$ cat config.mk
export PLATFORM = sky130hd
export DESIGN_NAME = ser_cmd_port
export DESIGN_NICKNAME = d
export VERILOG_FILES = /design/src/rtl/ser_port_pkg.sv /design/src/rtl/ser_port_sync.sv /design/src/rtl/ser_port_shift.sv /design/src/rtl/ser_port_ctrl.sv /design/src/rtl/ser_cmd_port.sv
export SDC_FILE = /design/constraint.sdc
export NUM_CORES = 1
export LEC_CHECK = 0
export BUFFER_PORTS_ARGS = -buffer_cell sky130_fd_sc_hd__buf_2
export CAP_MARGIN = 40
export CORE_AREA = 2 2 76 78
export CTS_BUF_LIST = sky130_fd_sc_hd__clkbuf_16
export CTS_CLUSTER_DIAMETER = 120
export DETAILED_ROUTE_END_ITERATION = 16
export DIE_AREA = 0 0 78 80
export GPL_TIMING_DRIVEN = 0
export PLACE_DENSITY = 0.68
export SLEW_MARGIN = 0
export SYNTH_ARGS = -nofsm -noshare
export SYNTH_HDL_FRONTEND = slang
export SYNTH_HIERARCHICAL = 1
export SYNTH_SLANG_ARGS = --single-unit
$ cat constraint.sdc
create_clock -name clk -period 2.1 [get_ports clk]
set_clock_uncertainty 0.05 [all_clocks]
set_input_delay 0.21 -clock clk [delete_from_list [all_inputs] [get_ports clk]]
set_output_delay 0.21 -clock clk [all_outputs]
set_load 0.01 [all_outputs]
$ cat src/rtl/ser_port_pkg.sv
package ser_port_pkg;

  localparam int CMD_W  = 8;
  localparam int ADDR_W = 3;

  typedef enum logic [1:0] {
    ST_CMD  = 2'd0,
    ST_WR   = 2'd1,
    ST_WAIT = 2'd2,
    ST_RD   = 2'd3
  } port_st_t;

  // Accepts top bit set, reserved bits clear, and no write to address 0.
  function automatic logic cmd_ok(input logic [CMD_W-1:0] c);
    return c[7] && (c[6:4] == 3'b000) && !(!c[0] && (c[3:1] == 3'b000));
  endfunction

endpackage

$ cat src/rtl/ser_port_sync.sv
module ser_port_sync #(
  parameter int               W       = 3,
  parameter int               STAGES  = 2,
  parameter logic [W-1:0]     RST_VAL = '0
) (
  input  logic         clk,
  input  logic         rst_n,
  input  logic [W-1:0] d_i,
  output logic [W-1:0] q_o,
  output logic [W-1:0] q_prev_o
);

  logic [W-1:0] chain [STAGES+1];

  always_ff @(posedge clk or negedge rst_n) begin
    if (!rst_n) chain[0] <= RST_VAL;
    else        chain[0] <= d_i;
  end

  for (genvar k = 1; k <= STAGES; k++) begin : g_stage
    always_ff @(posedge clk or negedge rst_n) begin
      if (!rst_n) chain[k] <= RST_VAL;
      else        chain[k] <= chain[k-1];
    end
  end

  assign q_o      = chain[STAGES-1];
  assign q_prev_o = chain[STAGES];

endmodule

$ cat src/rtl/ser_port_shift.sv
module ser_port_shift #(
  parameter int W = 24
) (
  input  logic         clk,
  input  logic         rst_n,
  input  logic         shift_in_en,
  input  logic         shift_out_en,
  input  logic         load_en,
  input  logic         bit_i,
  input  logic [W-1:0] load_i,
  output logic [W-1:0] q_o
);

  logic [W-1:0] q_r, q_n;

  always_comb begin
    q_n = q_r;
    if (load_en)           q_n = load_i;
    else if (shift_in_en)  q_n = {q_r[W-2:0], bit_i};
    else if (shift_out_en) q_n = {q_r[W-2:0], 1'b0};
  end

  always_ff @(posedge clk or negedge rst_n) begin
    if (!rst_n)                                  q_r <= '0;
    else if (load_en | shift_in_en | shift_out_en) q_r <= q_n;
  end

  assign q_o = q_r;

endmodule

$ cat src/rtl/ser_port_ctrl.sv
module ser_port_ctrl
  import ser_port_pkg::*;
#(
  parameter int DATA_W = 24,
  localparam int CNT_W = $clog2(DATA_W)
) (
  input  logic              clk,
  input  logic              rst_n,
  input  logic              cs_act,
  input  logic              sclk_rise,
  input  logic              sclk_fall,
  input  logic              sdi_bit,
  input  logic [CMD_W-2:0]  cmd_lo,
  input  logic              rvalid,
  output logic              shift_in_en,
  output logic              shift_out_en,
  output logic              load_en,
  output port_st_t          st_o,
  output logic              we_o,
  output logic              rreq_o,
  output logic [ADDR_W-1:0] addr_o
);

  localparam logic [CNT_W-1:0] CMD_LAST  = CNT_W'(CMD_W - 1);
  localparam logic [CNT_W-1:0] DATA_LAST = CNT_W'(DATA_W - 1);

  port_st_t          st_r, st_n;
  logic [CNT_W-1:0]  cnt_r, cnt_n;
  logic [ADDR_W-1:0] addr_r, addr_n;
  logic              we_r, we_n, rreq_r, rreq_n;
  logic [CMD_W-1:0]  cmd_now;

  assign cmd_now = {cmd_lo, sdi_bit};

  always_comb begin
    st_n         = st_r;
    cnt_n        = cnt_r;
    addr_n       = addr_r;
    we_n         = 1'b0;
    rreq_n       = 1'b0;
    shift_in_en  = 1'b0;
    shift_out_en = 1'b0;
    load_en      = 1'b0;
    if (!cs_act) begin
      st_n  = ST_CMD;
      cnt_n = '0;
    end else begin
      unique case (st_r)
        ST_CMD: if (sclk_rise) begin
          shift_in_en = 1'b1;
          if (cnt_r == CMD_LAST) begin
            cnt_n = '0;
            if (cmd_ok(cmd_now)) begin
              addr_n = cmd_now[3:1];
              if (cmd_now[0]) begin
                st_n   = ST_WAIT;
                rreq_n = 1'b1;
              end else begin
                st_n = ST_WR;
              end
            end
          end else begin
            cnt_n = cnt_r + 1'b1;
          end
        end
        ST_WR: if (sclk_rise) begin
          shift_in_en = 1'b1;
          if (cnt_r == DATA_LAST) begin
            cnt_n = '0;
            we_n  = 1'b1;
            st_n  = ST_CMD;
          end else begin
            cnt_n = cnt_r + 1'b1;
          end
        end
        ST_WAIT: if (rvalid) begin
          load_en = 1'b1;
          cnt_n   = '0;
          st_n    = ST_RD;
        end
        ST_RD: if (sclk_fall) begin
          shift_out_en = 1'b1;
          if (cnt_r == DATA_LAST) begin
            cnt_n = '0;
            st_n  = ST_CMD;
          end else begin
            cnt_n = cnt_r + 1'b1;
          end
        end
        default: st_n = ST_CMD;
      endcase
    end
  end

  always_ff @(posedge clk or negedge rst_n) begin
    if (!rst_n) begin
      st_r   <= ST_CMD;
      cnt_r  <= '0;
      addr_r <= '0;
      we_r   <= 1'b0;
      rreq_r <= 1'b0;
    end else begin
      st_r   <= st_n;
      cnt_r  <= cnt_n;
      addr_r <= addr_n;
      we_r   <= we_n;
      rreq_r <= rreq_n;
    end
  end

  assign st_o   = st_r;
  assign we_o   = we_r;
  assign rreq_o = rreq_r;
  assign addr_o = addr_r;

endmodule

$ cat src/rtl/ser_cmd_port.sv
module ser_cmd_port
  import ser_port_pkg::*;
#(
  parameter int DATA_W      = 24,
  parameter int SYNC_STAGES = 2
) (
  input  logic              clk,
  input  logic              rst_n,
  input  logic              csn_i,
  input  logic              sclk_i,
  input  logic              sdi_i,
  output logic              sdo_o,
  output logic              sdo_oe_o,
  output logic              rdy_n_o,
  output logic [ADDR_W-1:0] reg_addr_o,
  output logic [DATA_W-1:0] reg_wdata_o,
  output logic              reg_we_o,
  output logic              reg_rreq_o,
  input  logic [DATA_W-1:0] reg_rdata_i,
  input  logic              reg_rvalid_i
);

  // bit 2: select, bit 1: serial clock, bit 0: data in
  localparam logic [2:0] SYNC_RST = 3'b100;

  logic [2:0]        pin_q, pin_prev;
  logic              cs_act, sclk_rise, sclk_fall;
  logic              sh_in, sh_out, sh_load;
  logic [DATA_W-1:0] sh_q;
  port_st_t          st;

  ser_port_sync #(.W(3), .STAGES(SYNC_STAGES), .RST_VAL(SYNC_RST)) u_sync (
    .clk      (clk),
    .rst_n    (rst_n),
    .d_i      ({csn_i, sclk_i, sdi_i}),
    .q_o      (pin_q),
    .q_prev_o (pin_prev)
  );

  assign cs_act    = ~pin_q[2];
  assign sclk_rise =  pin_q[1] & ~pin_prev[1];
  assign sclk_fall = ~pin_q[1] &  pin_prev[1];

  ser_port_ctrl #(.DATA_W(DATA_W)) u_ctrl (
    .clk          (clk),
    .rst_n        (rst_n),
    .cs_act       (cs_act),
    .sclk_rise    (sclk_rise),
    .sclk_fall    (sclk_fall),
    .sdi_bit      (pin_q[0]),
    .cmd_lo       (sh_q[CMD_W-2:0]),
    .rvalid       (reg_rvalid_i),
    .shift_in_en  (sh_in),
    .shift_out_en (sh_out),
    .load_en      (sh_load),
    .st_o         (st),
    .we_o         (reg_we_o),
    .rreq_o       (reg_rreq_o),
    .addr_o       (reg_addr_o)
  );

  ser_port_shift #(.W(DATA_W)) u_shift (
    .clk          (clk),
    .rst_n        (rst_n),
    .shift_in_en  (sh_in),
    .shift_out_en (sh_out),
    .load_en      (sh_load),
    .bit_i        (pin_q[0]),
    .load_i       (reg_rdata_i),
    .q_o          (sh_q)
  );

  assign reg_wdata_o = sh_q;
  assign sdo_o       = sh_q[DATA_W-1];
  assign rdy_n_o     = (st != ST_RD);
  assign sdo_oe_o    = cs_act & (st == ST_RD);

endmodule

== Word level (Yosys, flattened, before mapping) ==
Index checks and enable logic that the tools add are counted.

* Mux-type cells: 40
* Equality and inequality tests: 12
* Bitwise operators: 8
* Reduce and logical (&&, ||, !) cells: 14
* Add/subtract/negate cells: 1

{| class="wikitable"
|+ Operators by type and width
! cell !! number
|-
| 24-bit 2-to-1 mux || 3
|-
| 5-bit 2-to-1 mux || 7
|-
| 5-bit one-hot mux with 4 select lines || 1
|-
| 1-bit 2-to-1 mux || 19
|-
| 2-bit 2-to-1 mux || 9
|-
| 3-bit by 2-bit != test with 1-bit output (second input constant) || 3
|-
| 3-bit != test (second input constant) || 3
|-
| 2-bit one-hot mux with 4 select lines || 1
|-
| 3-bit zero test || 2
|-
| 6-bit AND reduction || 1
|-
| 5-bit by 1-bit adder with 5-bit output (second input constant) || 1
|-
| 5-bit by 3-bit equality test with 1-bit output (second input constant) || 1
|-
| 5-bit equality test (second input constant) || 1
|-
| 5-bit AND reduction || 1
|-
| 2-bit equality test (second input constant) || 2
|-
| 4-bit AND reduction || 1
|-
| 1-bit bitwise AND || 3
|-
| 1-bit logical AND || 3
|-
| 1-bit NOT || 3
|-
| 3-bit nonzero test || 1
|-
| 2-bit by 1-bit equality test with 1-bit output (second input constant) || 1
|-
| 1-bit zero test || 2
|-
| 2-bit zero test || 1
|-
| 2-bit != test (second input constant) || 1
|-
| other kinds (3) || 4
|}

* Register bits: 44
* Input port bits: 30
* Logic and storage cells: 84
* Output and inout port bits: 32

== Longest topological paths before layout ==
* Depth after elaboration: 9
* Mapped depth: 9
* Gate-level depth less buffers: 5

== Modules after synthesis ==
Netlist, hierarchy kept.

{| class="wikitable"
|+ Modules (own cells, without submodules)
! module !! times used !! cells each !! area an instance (um^2)
|-
| ser_port_shift || 1 || 115 || 1315.0
|-
| ser_port_ctrl || 1 || 70 || 699.4
|-
| ser_port_sync || 1 || 15 || 274.0
|-
| ser_cmd_port || 1 || 6 || 38.8
|}

== Worst setup path before layout ==
Ideal clock, no wire load.

* Kind: reg2reg
* From: register u_sync.chain, in the netlist u_sync/q_o[2]
* To: register u_shift.q_r[22] (netlist: u_shift/q_o[22])
* Arrival time: 1890 ps
* Path slack: 34 ps
* Setup time: 126 ps
* Cell stages (with the launch flop): 10
* Data required time: 1924 ps
* Period minus slack after synthesis: 2066 ps
* Cells stage by stage: dfstp_2 > buf_4 > inv_1 > clkbuf_1 > and4_1 > clkbuf_1 > or2_1 > buf_6 > buf_6 > a221o_1

* Elaborated cells on any way between the ends: 9
* Those cells by class: 5 x mux; 2 x bitwise; 2 x reduce/logical

{| class="wikitable"
|+ RTL lines
! item !! line !! source
|-
| from (decl) || ser_port_sync.sv:13 || <nowiki>logic [W-1:0] chain [STAGES+1];</nowiki>
|-
| from (signal, indexed assignment) || ser_port_sync.sv:23 || <nowiki>else chain[k] <= chain[k-1];</nowiki>
|-
| 1-bit 2-to-1 mux (*) || ser_port_ctrl.sv:44 || <nowiki>if (!cs_act) begin</nowiki>
|-
| named net sh_out || ser_cmd_port.sv:28 || <nowiki>logic sh_in, sh_out, sh_load;</nowiki>
|-
| 3-bit nonzero test (no line) / 1-bit bitwise OR (equally long branches) || - ||
|-
| 2-bit AND reduction (no line) (*) || - ||
|-
| to (signal assigned) || ser_port_shift.sv:25 || <nowiki>else if (load_en | shift_in_en | shift_out_en) q_r <= q_n;</nowiki>
|-
| to (decl) || ser_port_shift.sv:14 || <nowiki>logic [W-1:0] q_r, q_n;</nowiki>
|}

Mark *: on every way through the listed nets, which the timed path passes. The rest lies on a longest branch.
A chain may end at the register's enable or synchronous reset.

== Final worst setup path ==
* From: register u_sync.chain, in the netlist u_sync/q_o[1]
* To: register u_shift.q_r[8] (netlist: u_shift/q_o[8])

* Longest elaborated chain between the ends: 7
* Elaborated cells on any way between the ends: 15
* Those cells by class: 8 x mux; 5 x bitwise; 2 x reduce/logical

{| class="wikitable"
|+ RTL lines
! item !! line !! source
|-
| 1-bit bitwise AND (*) || ser_cmd_port.sv:41 || <nowiki>assign sclk_rise = pin_q[1] & ~pin_prev[1];</nowiki>
|-
| named net sclk_rise || ser_cmd_port.sv:27 || <nowiki>logic cs_act, sclk_rise, sclk_fall;</nowiki>
|-
| 1-bit 2-to-1 mux (*) || ser_port_ctrl.sv:49, ser_port_ctrl.sv:66 ||
|-
| 1-bit 2-to-1 mux (*) || - ||
|-
| 1-bit 2-to-1 mux (*) || ser_port_ctrl.sv:44 ||
|-
| named net sh_in || ser_cmd_port.sv:28 ||
|-
| 1-bit bitwise OR (2 in a row) || ser_port_shift.sv:25 ||
|-
| 2-bit AND reduction (no line) || - ||
|}

Marked as above.

==> results <==
- The maximum fanout along the worst path is 10.
- The max-slew violation count is 0.
- Setup repair after global routing left no endpoint under its margin.
- The die width is 78 µm.
- The run finished with clean final reports.
- The detailed-placement wirelength estimate is 3.78 mm.
- The antenna diode count is 0.
- Dividing the detail-routed via count by the number of cells gives 5.52.
- The max capacitance violation total is 0.
- The tightest min-delay check is of the in2reg type.
- Counting every net in the synthesized netlist gives 233.
- The wire length of the first global-routing pass is 8.56 mm.
- The global-route met3 utilization is 3.17%.
- The worst relative slew slack is 67.3%.
- The area overhead of the layout relative to synthesis is 32.9%.
- The number of H-tree levels is 2.
- For this block, the via count after detailed routing is 1916.
- The clock drives 43 sinks.
- TritonCTS built the clock tree.
- The cell count after synthesis came out at 202.
- The number of global-route vias before repair came to 1736.
- The later pin in the worst-skew pair is clocked with a latency of 280 ps.
- The average wire per cell in the routed design is 15.8 µm.
- Measured on the finished design, the core utilization comes to 55.6%.
- In the final design database the tool counted 305 nets.
- The DRC violation count after routing is 0.
- The met2 track demand over resource is 27.9%.
- The die is 80 µm tall.
- The cell row count is 27.
- The initial core utilization is 41.8%.
- The sum of overflow across all layers after global routing is 0.
- The maximum clock rate is 496 MHz.
- The post-layout minimum cycle time is 2020 ps.
- The floorplan step defined a core boundary enclosing 5410 µm².
- The critical path launch point type is a flip-flop.
- The data arrival time of the worst path is 2120 ps.
- For this run, the detailed router's first-pass iteration total came to 4.
- The TritonCTS buffer count is 5.
- After routing, the total negative slack on setup checks comes to 0 ps.
- The layer carrying the most global-route usage is met2.
- The total of endpoints with negative setup slack in the final report is 0.
- After detailed routing, the total wire length is 5.48 mm.
- Power spread over the standard cell area amounts to 745 nW/µm².
- Data on the critical path is required at its endpoint by 2210 ps.
- The count of nets left with antenna violations once routing finished came out at 0.
- The cell area after synthesis is 2260 µm².
- The count of buffers added on input and output ports is 61.
- The maximum vdd ir drop is 0.600 mV.
- The buffer cell driving the clock tree root is sky130_fd_sc_hd__clkbuf_16.
- In this run the static leakage power is 0.00150 µW.
- The capturing element type of the critical path is a flip-flop.
- The initial antenna violation count is 0.
- The number of DRC markers in iteration 0 is 139.
- The clock slew at the register clock pins of the worst setup and hold paths is 60 ps.
- The critical setup path kind is reg2reg.
- The die covers 6240 µm².
- The global routing usage on met1 is 23.9%.
- For the pin with the worst max-slew slack, the measured transition is 491 ps.
- The top-level I/O count is 62.
- The routability-driven placement congestion ratio is 0.808.
- The deepest clock path buffer count is 2.
- For this run, the number of Yosys warnings is 6.
- Entering global routing, the biggest net connects 26 pins.
- The post-route fraction of the period consumed by the critical path is 96.0%.
- In this run the post-CTS setup repair buffer count came out at 0.
- Cells with a size suffix above 1 make up 43.3% of the layout.
- The average footprint of a synthesized cell is 11.2 µm².
- The global routing usage summed across all routing layers is 17.3%.
- The final hold violation count is 0.
-- state kept, by name, summed over array words and instances (netlist names) --
signal           cells
u_sync/chain         3
u_sync/q_o           3
u_ctrl/we_o          1
u_ctrl/addr_o        3
u_ctrl/st_o          2
u_ctrl/rreq_o        1
u_ctrl/cnt_r         5
u_shift/q_o         24
u_sync/q_prev_o      1
-- critical path, stage by stage, from the launching register on --
cell,delay [ps]
sky130_fd_sc_hd__dfrtp_1,380
sky130_fd_sc_hd__buf_4,130
sky130_fd_sc_hd__nor2b_1,150
sky130_fd_sc_hd__nand3b_1,170
sky130_fd_sc_hd__inv_1,80
sky130_fd_sc_hd__buf_6,130
sky130_fd_sc_hd__or2_1,230
sky130_fd_sc_hd__buf_6,130
sky130_fd_sc_hd__buf_6,140
sky130_fd_sc_hd__a221o_1,310
-- area by class of cell --
type	instances	area [µm²]
Timing Repair Buffer	66	365
Clock inverter	3	63.8
Buffer	24	171
Fill cell	490	2400
Clock buffer	5	125
Sequential cell	43	1080
Inverter	4	15.0
Tap cell	72	90.1
Multi-Input combinational cell	130	1090
-- repair_timing --
item                       CTS  global route
hold buffers                 4             0
setup endpoints to repair   24            22
gates resized for setup     12            30
pin swaps                    0             0
hold endpoints to repair    21             0
-- placed cells by master, fill, tap and decap left out, drive strengths merged, types with 2 or more instances in the layout --
cell type / instances
o2111ai: 2
bufinv: 2
a21oi: 5
nor4b: 24
mux2: 3
inv: 5
nand2: 5
clkbuf: 14
nand3b: 2
nor2: 5
dfstp: 2
a221o: 23
and2b: 9
dfrtp: 41
o21ai: 4
nand3: 3
nor2b: 19
dlygate4sd3: 4
a21o: 2
nor3: 2
buf: 77
or2: 2
-- power breakdown --
part           switching (µW)  internal (µW)
clock network             309            677
registers                55.3            885
logic                     138            174
-- metrics by stage --
stage               setup slack, ps  instance area [µm²]  hold WS, ps  instances  total power [µW]
floorplan                      49.4                 2260         -136        202              1120
finish                         84.1                 3000          113        347              2240
global placement               -266                 2660          265        335              1240
detailed placement             -267                 2680          143        336              1250
global route                   3.95                 3000          115        347              2340
CTS                            3.11                 2920          109        347              2250
-- routing by layer --
layer | vias to the layer above | routed length [µm]
met1 | 955 | 2490
met4 | 0 | 34
met2 | 51 | 2690
met3 | 2 | 262
li1 | 908 | -
met5 | - | 0
-- path summary, 6_finish.rpt --
check	start	endpoint	slack [ps]	cells after the start
max	u_sync/q_o[1]$_DFF_PN0_	u_shift/q_o[8]$_DFFE_PN0P_	80	9
min	reg_rdata_i[14]	u_shift/q_o[14]$_DFFE_PN0P_	110	2
max reg2reg	u_sync/q_o[1]$_DFF_PN0_	u_shift/q_o[8]$_DFFE_PN0P_	80	9
min reg2reg	u_sync/chain[7]$_DFF_PN0_	u_sync/q_o[1]$_DFF_PN0_	300	0
max in group asynchronous	rst_n	u_sync/chain[8]$_DFF_PN1_	1090	3
min in group asynchronous	rst_n	u_sync/chain[7]$_DFF_PN0_	360	2
Note: power is estimated with default switching activity, not from simulation.
